`src/rtl/fdct_pkg.sv`:
```
// Shared types and constant functions for the 8x8 forward DCT engine.
// Assumes an 8-point transform; constants use 6 fractional bits.
package fdct_pkg;

    typedef enum logic [1:0] {
        ST_IDLE  = 2'd0,
        ST_ROW   = 2'd1,
        ST_COL   = 2'd2,
        ST_SCALE = 2'd3
    } dct_state_e;

    // Magnitude of 64*cos(m*pi/16) truncated, for m in 0..8
    function automatic logic signed [7:0] cos_mag(input int m);
        case (m)
            0:       cos_mag = 8'sd64;
            1:       cos_mag = 8'sd62;
            2:       cos_mag = 8'sd59;
            3:       cos_mag = 8'sd53;
            4:       cos_mag = 8'sd45;
            5:       cos_mag = 8'sd35;
            6:       cos_mag = 8'sd24;
            7:       cos_mag = 8'sd12;
            default: cos_mag = 8'sd0;
        endcase
    endfunction

    // Signed Q6 value of cos((2n+1)*f*pi/16), folded by symmetry
    function automatic logic signed [7:0] cos_q6(input logic [2:0] n, input logic [2:0] f);
        int m;
        logic signed [7:0] mag;
        m = ((2 * int'(n) + 1) * int'(f)) % 32;
        if (m > 16) m = 32 - m;
        if (m > 8) begin
            mag    = cos_mag(16 - m);
            cos_q6 = -mag;
        end else begin
            cos_q6 = cos_mag(m);
        end
    endfunction

    // Combined normalisation factor from C(u) and C(v) in Q6
    function automatic logic signed [7:0] norm_k(input logic [2:0] u, input logic [2:0] v);
        int cu;
        int cv;
        int k;
        cu = (u == 3'd0) ? 45 : 64;
        cv = (v == 3'd0) ? 45 : 64;
        k  = (((16 * cu) >> 6) * cv) >> 6;
        norm_k = 8'(k);
    endfunction

endpackage

```
`src/rtl/fdct_cos_rom.sv`:
```
// Cosine constant lookup: returns the Q6 basis value for sample index
// and frequency index. Purely combinational; assumes 3-bit indices.
module fdct_cos_rom
    import fdct_pkg::*;
(
    input  logic [2:0]        smp_idx,
    input  logic [2:0]        frq_idx,
    output logic signed [7:0] coef
);

    // Fold the angle and look up the truncated magnitude
    always_comb begin
        coef = cos_q6(smp_idx, frq_idx);
    end

endmodule

```
`src/rtl/fdct_mac.sv`:
```
// Shared multiply/shift/accumulate unit. Each product is shifted right by
// FRAC (or 2*FRAC in scale mode) before it is added. `last` returns the
// accumulator to zero so the next sum starts clean.
module fdct_mac #(
    parameter int ACC_W = 32,
    parameter int OPB_W = 8,
    parameter int FRAC  = 6
) (
    input  logic                    clk,
    input  logic                    rst_n,
    input  logic                    en,
    input  logic                    last,
    input  logic                    scale_mode,
    input  logic signed [ACC_W-1:0] opa,
    input  logic signed [OPB_W-1:0] opb,
    output logic signed [ACC_W-1:0] term,
    output logic signed [ACC_W-1:0] sum
);

    localparam int PROD_W = ACC_W + OPB_W;

    logic signed [PROD_W-1:0] prod;
    logic signed [PROD_W-1:0] shifted;
    logic signed [ACC_W-1:0]  acc;

    // Single multiplier with the fixed-point shift after every product
    always_comb begin
        prod    = PROD_W'(opa) * PROD_W'(opb);
        shifted = scale_mode ? (prod >>> (2 * FRAC)) : (prod >>> FRAC);
        term    = ACC_W'(shifted);
        sum     = acc + term;
    end

    // Running sum register, cleared on the last term of a sum
    always_ff @(posedge clk) begin
        if (!rst_n)      acc <= '0;
        else if (en)     acc <= last ? '0 : sum;
    end

endmodule

```
`src/rtl/fdct_ctrl.sv`:
```
// Sequencer for the transform. For each frequency column v it runs one row
// pass (8x8 MACs building s[0..7]). Then, for each u, it runs 8 column MACs
// and one scale cycle. Assumes start is ignored while busy.
module fdct_ctrl
    import fdct_pkg::*;
#(
    parameter int BLK = 8
) (
    input  logic       clk,
    input  logic       rst_n,
    input  logic       start,
    input  logic       quant_en,
    output logic       busy,
    output dct_state_e state,
    output logic [2:0] idx_x,
    output logic [2:0] idx_j,
    output logic [2:0] idx_u,
    output logic [2:0] idx_v,
    output logic       quant_q,
    output logic       s_we,
    output logic       r_we,
    output logic       coef_we,
    output logic       done
);

    localparam int RUN_CYC = BLK * (BLK * BLK + BLK * (BLK + 1));
    localparam int CNT_W   = $clog2(RUN_CYC + 2);

    dct_state_e st;

    // Step through row, column and scale phases
    always_ff @(posedge clk) begin
        if (!rst_n) begin
            st      <= ST_IDLE;
            idx_x   <= '0;
            idx_j   <= '0;
            idx_u   <= '0;
            idx_v   <= '0;
            quant_q <= 1'b0;
        end else begin
            case (st)
                ST_IDLE: if (start) begin
                    st      <= ST_ROW;
                    idx_x   <= '0;
                    idx_j   <= '0;
                    idx_u   <= '0;
                    idx_v   <= '0;
                    quant_q <= quant_en;
                end
                ST_ROW: begin
                    idx_j <= idx_j + 3'd1;
                    if (idx_j == 3'd7) begin
                        idx_x <= idx_x + 3'd1;
                        if (idx_x == 3'd7) begin
                            st    <= ST_COL;
                            idx_u <= '0;
                        end
                    end
                end
                ST_COL: begin
                    idx_x <= idx_x + 3'd1;
                    if (idx_x == 3'd7) st <= ST_SCALE;
                end
                default: begin
                    if (idx_u == 3'd7) begin
                        if (idx_v == 3'd7) begin
                            st <= ST_IDLE;
                        end else begin
                            idx_v <= idx_v + 3'd1;
                            st    <= ST_ROW;
                        end
                    end else begin
                        idx_u <= idx_u + 3'd1;
                        st    <= ST_COL;
                    end
                end
            endcase
        end
    end

    // Decode strobes for the datapath
    always_comb begin
        state   = st;
        busy    = (st != ST_IDLE);
        s_we    = (st == ST_ROW) && (idx_j == 3'd7);
        r_we    = (st == ST_COL) && (idx_x == 3'd7);
        coef_we = (st == ST_SCALE);
        done    = (st == ST_SCALE) && (idx_u == 3'd7) && (idx_v == 3'd7);
    end

    // Checker counter: busy cycles of the current run
    logic [CNT_W-1:0] busy_cyc;
    always_ff @(posedge clk) begin
        if (!rst_n)     busy_cyc <= '0;
        else if (busy)  busy_cyc <= busy_cyc + 1'b1;
        else            busy_cyc <= '0;
    end

    a_r7_start_busy: assert property (@(posedge clk) disable iff (!rst_n)
        (st == ST_IDLE && start) |=> busy);

    a_r7_run_length: assert property (@(posedge clk) disable iff (!rst_n)
        $fell(busy) |-> (busy_cyc == CNT_W'(RUN_CYC)));

    a_r3_row_to_col: assert property (@(posedge clk) disable iff (!rst_n)
        (st == ST_ROW && idx_j == 3'd7 && idx_x == 3'd7) |=> (st == ST_COL && idx_x == 3'd0));

    a_r4_col_to_scale: assert property (@(posedge clk) disable iff (!rst_n)
        (st == ST_COL && idx_x == 3'd7) |=> (st == ST_SCALE));

endmodule

```
`src/rtl/fdct8x8_engine.sv`:
```
// Top of the 8x8 fixed-point forward DCT. Holds the pixel store, the row
// sums s[0..7], the column sum r and the coefficient store. Operands for
// the single shared multiplier are selected by phase. Assumes one pixel
// per push and one coefficient per pop, both only while idle.
module fdct8x8_engine
    import fdct_pkg::*;
#(
    parameter int PIX_W  = 8,
    parameter int ACC_W  = 32,
    parameter int COEF_W = 16,
    parameter int FRAC   = 6,
    parameter int QSHIFT = 3
) (
    input  logic                     clk,
    input  logic                     rst_n,
    input  logic                     push_valid,
    input  logic signed [PIX_W-1:0]  push_pixel,
    input  logic                     start,
    input  logic                     quant_en,
    input  logic                     pop,
    output logic signed [COEF_W-1:0] pop_data,
    output logic                     busy
);

    localparam int BLK   = 8;
    localparam int CELLS = BLK * BLK;
    localparam int AW    = $clog2(CELLS);
    localparam int IN_W  = PIX_W + FRAC;
    localparam int OPB_W = 8;

    dct_state_e state;
    logic [2:0] idx_x, idx_j, idx_u, idx_v;
    logic       quant_q, s_we, r_we, coef_we, done;

    logic signed [IN_W-1:0]   pix_mem [CELLS];
    logic signed [ACC_W-1:0]  s_reg   [BLK];
    logic signed [ACC_W-1:0]  r_reg;
    logic signed [COEF_W-1:0] coef_mem [CELLS];
    logic [AW-1:0]            push_idx;
    logic [AW-1:0]            pop_idx;

    logic [2:0]               rom_smp, rom_frq;
    logic signed [7:0]        rom_coef;
    logic signed [ACC_W-1:0]  opa, mac_term, mac_sum;
    logic signed [OPB_W-1:0]  opb;
    logic                     mac_en, mac_last, scale_mode;
    logic signed [COEF_W-1:0] coef_raw, coef_fin;

    fdct_ctrl #(.BLK(BLK)) u_ctrl (
        .clk      (clk),
        .rst_n    (rst_n),
        .start    (start),
        .quant_en (quant_en),
        .busy     (busy),
        .state    (state),
        .idx_x    (idx_x),
        .idx_j    (idx_j),
        .idx_u    (idx_u),
        .idx_v    (idx_v),
        .quant_q  (quant_q),
        .s_we     (s_we),
        .r_we     (r_we),
        .coef_we  (coef_we),
        .done     (done)
    );

    fdct_cos_rom u_rom (
        .smp_idx (rom_smp),
        .frq_idx (rom_frq),
        .coef    (rom_coef)
    );

    fdct_mac #(.ACC_W(ACC_W), .OPB_W(OPB_W), .FRAC(FRAC)) u_mac (
        .clk        (clk),
        .rst_n      (rst_n),
        .en         (mac_en),
        .last       (mac_last),
        .scale_mode (scale_mode),
        .opa        (opa),
        .opb        (opb),
        .term       (mac_term),
        .sum        (mac_sum)
    );

    // Pick ROM indices and multiplier operands for the current phase
    always_comb begin
        rom_smp    = (state == ST_ROW) ? idx_j : idx_x;
        rom_frq    = (state == ST_ROW) ? idx_v : idx_u;
        mac_en     = (state == ST_ROW) || (state == ST_COL);
        mac_last   = s_we || r_we;
        scale_mode = (state == ST_SCALE);
        case (state)
            ST_ROW:   opa = ACC_W'(pix_mem[{idx_x, idx_j}]);
            ST_COL:   opa = s_reg[idx_x];
            ST_SCALE: opa = r_reg;
            default:  opa = '0;
        endcase
        opb = (state == ST_SCALE) ? norm_k(idx_u, idx_v) : rom_coef;
    end

    // Truncate the scaled sum and optionally quantize
    always_comb begin
        coef_raw = COEF_W'(mac_term);
        coef_fin = quant_q ? (coef_raw >>> QSHIFT) : coef_raw;
    end

    // Pixel store: pre-shifted sample written at the push index when idle
    always_ff @(posedge clk) begin
        if (push_valid && !busy) pix_mem[push_idx] <= IN_W'(push_pixel) <<< FRAC;
    end

    // Push index: advances on idle pushes, cleared at the end of a run
    always_ff @(posedge clk) begin
        if (!rst_n)                   push_idx <= '0;
        else if (done)                push_idx <= '0;
        else if (push_valid && !busy) push_idx <= push_idx + 1'b1;
    end

    // Row-pass results s[x] and column-pass result r
    always_ff @(posedge clk) begin
        if (!rst_n) begin
            r_reg <= '0;
            for (int i = 0; i < BLK; i++) s_reg[i] <= '0;
        end else begin
            if (s_we) s_reg[idx_x] <= mac_sum;
            if (r_we) r_reg        <= mac_sum;
        end
    end

    // Coefficient store written at row u, column v
    always_ff @(posedge clk) begin
        if (!rst_n) begin
            for (int i = 0; i < CELLS; i++) coef_mem[i] <= '0;
        end else if (coef_we) begin
            coef_mem[{idx_u, idx_v}] <= coef_fin;
        end
    end

    // Pop index: cleared by an accepted start, advanced by idle pops
    always_ff @(posedge clk) begin
        if (!rst_n)              pop_idx <= '0;
        else if (start && !busy) pop_idx <= '0;
        else if (pop && !busy)   pop_idx <= pop_idx + 1'b1;
    end

    // Present the coefficient at the pop index
    always_comb begin
        pop_data = coef_mem[pop_idx];
    end

    a_r1_push_wrap: assert property (@(posedge clk) disable iff (!rst_n)
        (!busy && push_valid && push_idx == AW'(CELLS - 1)) |=> (push_idx == '0));

    a_r8_push_ignored: assert property (@(posedge clk) disable iff (!rst_n)
        (busy && push_valid && !done) |=> $stable(push_idx));

    a_r8_pop_ignored: assert property (@(posedge clk) disable iff (!rst_n)
        (busy && pop) |=> $stable(pop_idx));

    a_r9_push_cleared: assert property (@(posedge clk) disable iff (!rst_n)
        done |=> (push_idx == '0 && !busy));

    a_r9_pop_restart: assert property (@(posedge clk) disable iff (!rst_n)
        (!busy && start) |=> (pop_idx == '0));

endmodule

```
`config.mk`:
```
export PLATFORM = sky130hd
export DESIGN_NAME = fdct8x8_engine
export DESIGN_NICKNAME = d
export VERILOG_FILES = /design/src/rtl/fdct_pkg.sv /design/src/rtl/fdct_cos_rom.sv /design/src/rtl/fdct_mac.sv /design/src/rtl/fdct_ctrl.sv /design/src/rtl/fdct8x8_engine.sv
export SDC_FILE = /design/constraint.sdc
export NUM_CORES = 2
export LEC_CHECK = 0
export ABC_AREA = 1
export ABC_CLOCK_PERIOD_IN_PS = 17000
export BUFFER_PORTS_ARGS = -buffer_cell sky130_fd_sc_hd__buf_2
export CAP_MARGIN = 0
export CORE_MARGIN = 10
export CORE_UTILIZATION = 30
export CTS_CLUSTER_DIAMETER = 40
export CTS_CLUSTER_SIZE = 8
export DETAILED_ROUTE_END_ITERATION = 6
export PLACE_DENSITY = 0.47
export SLEW_MARGIN = 20
export SYNTH_ARGS = -nofsm -noshare
export SYNTH_HDL_FRONTEND = slang
export SYNTH_SLANG_ARGS = --single-unit
```
`constraint.sdc`:
```
create_clock -name clk -period 17 [get_ports clk]
set_clock_uncertainty 0.05 [all_clocks]
set_input_delay 1.7 -clock clk [delete_from_list [all_inputs] [get_ports clk]]
set_output_delay 1.7 -clock clk [all_outputs]
set_load 0.01 [all_outputs]
```
==> results.toml <==
[place]
dp_hpwl_um = 192000
finalWeightedCongestion = 0.909
place.port_buffers = 30
placed_cell_area_um2 = 96700

[global_route]
grt_pass1_wl_um = 472000
grt_antenna_before_repair = 9
grt.overflow.total = 0
first_global_vias = 69000
grt_util_all_layers_pct = 18.6
largest_net_degree_at_the_start_of_global_routing = 182

[floorplanning]
die_x_um = 576
core_um2 = 308000
die_h_um = 576
initial_util_pct = 30.1
die_area_um2 = 332000
boundaryPins = 31
rows = 204

[clock_tree]
post-cts-setup-buffers = 0
path_clk_slew_ps = 40
worstSkewPairLatency_ps = 910
quantity_of_gates_resized_following_cts = 0
postCtsHoldBufs = 0
tritoncts_num_sinks = 1892
clock_tree_from_tritoncts = "built"
cts-buffers-inserted = 347
h-tree-depth = 5
clock-root-buffer = "sky130_fd_sc_hd__clkbuf_16"
cts_buffer_depth = 4

[synthesis]
mean_instance_size_in_the_synthesized_netlist_um2 = 10.2
post_synth_edffs = 1792
synth_instances = 9129
netlist.area_leader.share_pct = 58.0
synth_cell_type_count = 60
synth_nets = 9488
ys_seq_elements = 1892
synth.area.top_cells = "sky130_fd_sc_hd__edfxtp_1 (58%), sky130_fd_sc_hd__nor2_1 (11%), sky130_fd_sc_hd__o21ai_0 (6.1%)"
ys_seq_area_share_pct = 60.1
ys_warn_count = 0
netlist.top_cell.by_area = "sky130_fd_sc_hd__edfxtp_1"
async_set_or_reset_register_ratio_after_synthesis_pct = 0
postSynth.topFlopCell = "sky130_fd_sc_hd__edfxtp_1"
syn-cell-area_um2 = 92800

[pwr]
internal_power_uw = 10900
power-per-cell-area_nw_per_um2 = 170
seq_power_share_pct = 29.1
switching_fraction_pct = 40.7
power.ir.vdd_worst_v = 0.000222
combPwrFrac_pct = 34.4
totalPowerFinal_uw = 18300
power.leakage_uw = 0.0386
clock_power_share_pct = 36.5
switching_power_of_the_nets_uw = 7450

[timing]
worst_slew_pin_slew_ps = 1180
min_period_ps = 14420
max_slew_margin_pct = 21.0
timing.final.hold_violations = 0
highest_attainable_clock_frequency_ghz = 0.0694
timing.final.crit_share_pct = 84.8
finalSetupViolCount = 0
totalNegativeSetupSlack_ps = 0
rsz_0062_raised_after_global_routing = "no"
slew_viol_final = 0

[critical_path]
gate_family_responsible_for_the_most_delay_along_the_worst_path = "adder cells"
endpoint_kind = "flip-flop"
worst-path-stages = 66
maximum_single_stage_delay_on_the_critical_path_ps = 600
timing.critical_path.buf_inv = 14
worstRegToRegCells = 66
crit_required_ps = 17710
worstPathMaxFanout = 24
timing.critical_path.mode_cell = "sky130_fd_sc_hd__inv_1"
critical_path.slowest_cell = "sky130_fd_sc_hd__nand3_2"
worst_setup_path_start_kind = "flip-flop"
arrival_ps = 15130
critical_setup_path_kind = "reg -> reg"

[status]
result_of_the_run = "finished clean"

[routing]
drt.antenna.violating_nets = 0
drt_pre_antenna_iters = 6
drt_drc_violations_left = 0
wirelength_um = 323000
avgRoutedWirePerCell_um = 24.1
routed-via-count = 69900
dr.first_iter.drc_count = 6834
drt-vias-per-instance = 5.23

[finish]
layout.cells.most_common_list = "sky130_fd_sc_hd__nor2_1 (2684), sky130_fd_sc_hd__edfxtp_1 (1792), sky130_fd_sc_hd__o21ai_0 (1122)"
layout.cell_area.non_filler_um2 = 108000
mostFrequentLayoutCell = "sky130_fd_sc_hd__nor2_1"
nets = 9346
fill_cell_count = 31000
footprint_of_the_flip_flops_and_latches_um2 = 55800
largest_reg_flops = 1024
final_layout_size_suffix_gt1_share_pct = 8.62
syn2layout_area_growth_pct = 16.4
multi_input_comb_area_um2 = 32200

[hold_path]
hp-class = "reg -> reg"
hold_depth = 2

[job]
timing.max_cap.violations = 0
power by group through the flow:
stage,clock [µW],combinational [µW],sequential (µW)
2_1_floorplan,0,3750,5360
3_3_place_gp,0,6150,5410
3_5_place_dp,0,6170,5420
4_1_cts,6780,6190,5330
5_1_grt,7000,6740,5340
6_report,6690,6290,5330
Yosys cell counts (all sizes together) (3+ instances only):
| master | number |
|---|---|
| fa | 200 |
| a32o | 4 |
| o2111ai | 6 |
| o21ai | 1159 |
| o31ai | 4 |
| nor3b | 4 |
| nand3b | 4 |
| o21bai | 12 |
| clkinv | 76 |
| nor4 | 5 |
| a211oi | 7 |
| inv | 541 |
| nand2 | 483 |
| a21oi | 253 |
| xnor2 | 17 |
| nor2 | 2721 |
| nand3 | 226 |
| a31oi | 16 |
| clkbuf | 513 |
| nor3 | 35 |
| o32ai | 10 |
| o211ai | 52 |
| a21o | 11 |
| buf | 133 |
| dfxtp | 100 |
| o21a | 3 |
| a21boi | 5 |
| o22ai | 310 |
| xor2 | 36 |
| or2 | 24 |
| o221ai | 186 |
| o311ai | 9 |
| ha | 145 |
| edfxtp | 1792 |
| nand4 | 21 |
routing by layer:
layer	global-route usage, %	vias to the layer above	part of all wire, %
li1	-	31400	-
met1	25.8	35300	44
met2	29.8	2672	46
met3	3.39	516	7.2
met4	5.38	4	2.9
met5	0	-	0.0084
layout make-up:
class / instances / area share, %
Sequential cell: 1892 / 51.7
Inverter: 617 / 2.17
Timing Repair Buffer: 155 / 1.11
Clock inverter: 169 / 1.88
Multi-Input combinational cell: 5974 / 29.8
Antenna cell: 5 / 0.0116
Tap cell: 4120 / 4.77
Clock buffer: 446 / 8.51
worst paths after layout:
check / startpoint / to / slack (ps)
min: r_reg[0]$_SDFFE_PN0P_ / r_reg[0]$_SDFFE_PN0P_ / 400
max reg2reg: u_ctrl.state[1]$_SDFFE_PN0P_ / r_reg[26]$_SDFFE_PN0P_ / 2580
max: u_ctrl.state[1]$_SDFFE_PN0P_ / r_reg[26]$_SDFFE_PN0P_ / 2580
min reg2reg: r_reg[0]$_SDFFE_PN0P_ / r_reg[0]$_SDFFE_PN0P_ / 400
stage by stage:
| step | util (%) | hold WS [ps] | instances | worst slack [ps] |
|---|---|---|---|---|
| after global placement | 31.4 | 386 | 12800 | 2420 |
| final | 35.0 | 399 | 13400 | 2580 |
| after detailed placement | 31.4 | 397 | 12800 | 2610 |
| after CTS | 35.0 | 404 | 13400 | 2600 |
| after floorplan | - | 375 | 9129 | 5560 |
| after global routing | 35.0 | 433 | 13400 | 1550 |
worst reg2reg max path, delay by kind of cell, from the launching register on:
family / cells / cell delay (ps)
AOI/OAI and AO/OA: 9 / 2270
adders and majority gates: 14 / 5470
xor gates and xnor gates: 2 / 950
buffers and inverters: 14 / 1150
DFF: 1 / 350
and+or+nand+nor: 27 / 4030
kinds of logic after synthesis:
| logic type | count (synthesis) | synth area share (%) |
|---|---|---|
| other | 1 | 0.00404 |
| xor gates and xnor gates | 53 | 0.500 |
| adders and majority gates | 345 | 6.27 |
| buffers and inverters | 1263 | 5.33 |
| DFF | 1892 | 60.1 |
| and+or+nand+nor | 3524 | 15.0 |
| AOI/OAI and AO/OA | 2051 | 12.8 |
Note: power is estimated with default switching activity, not from simulation.
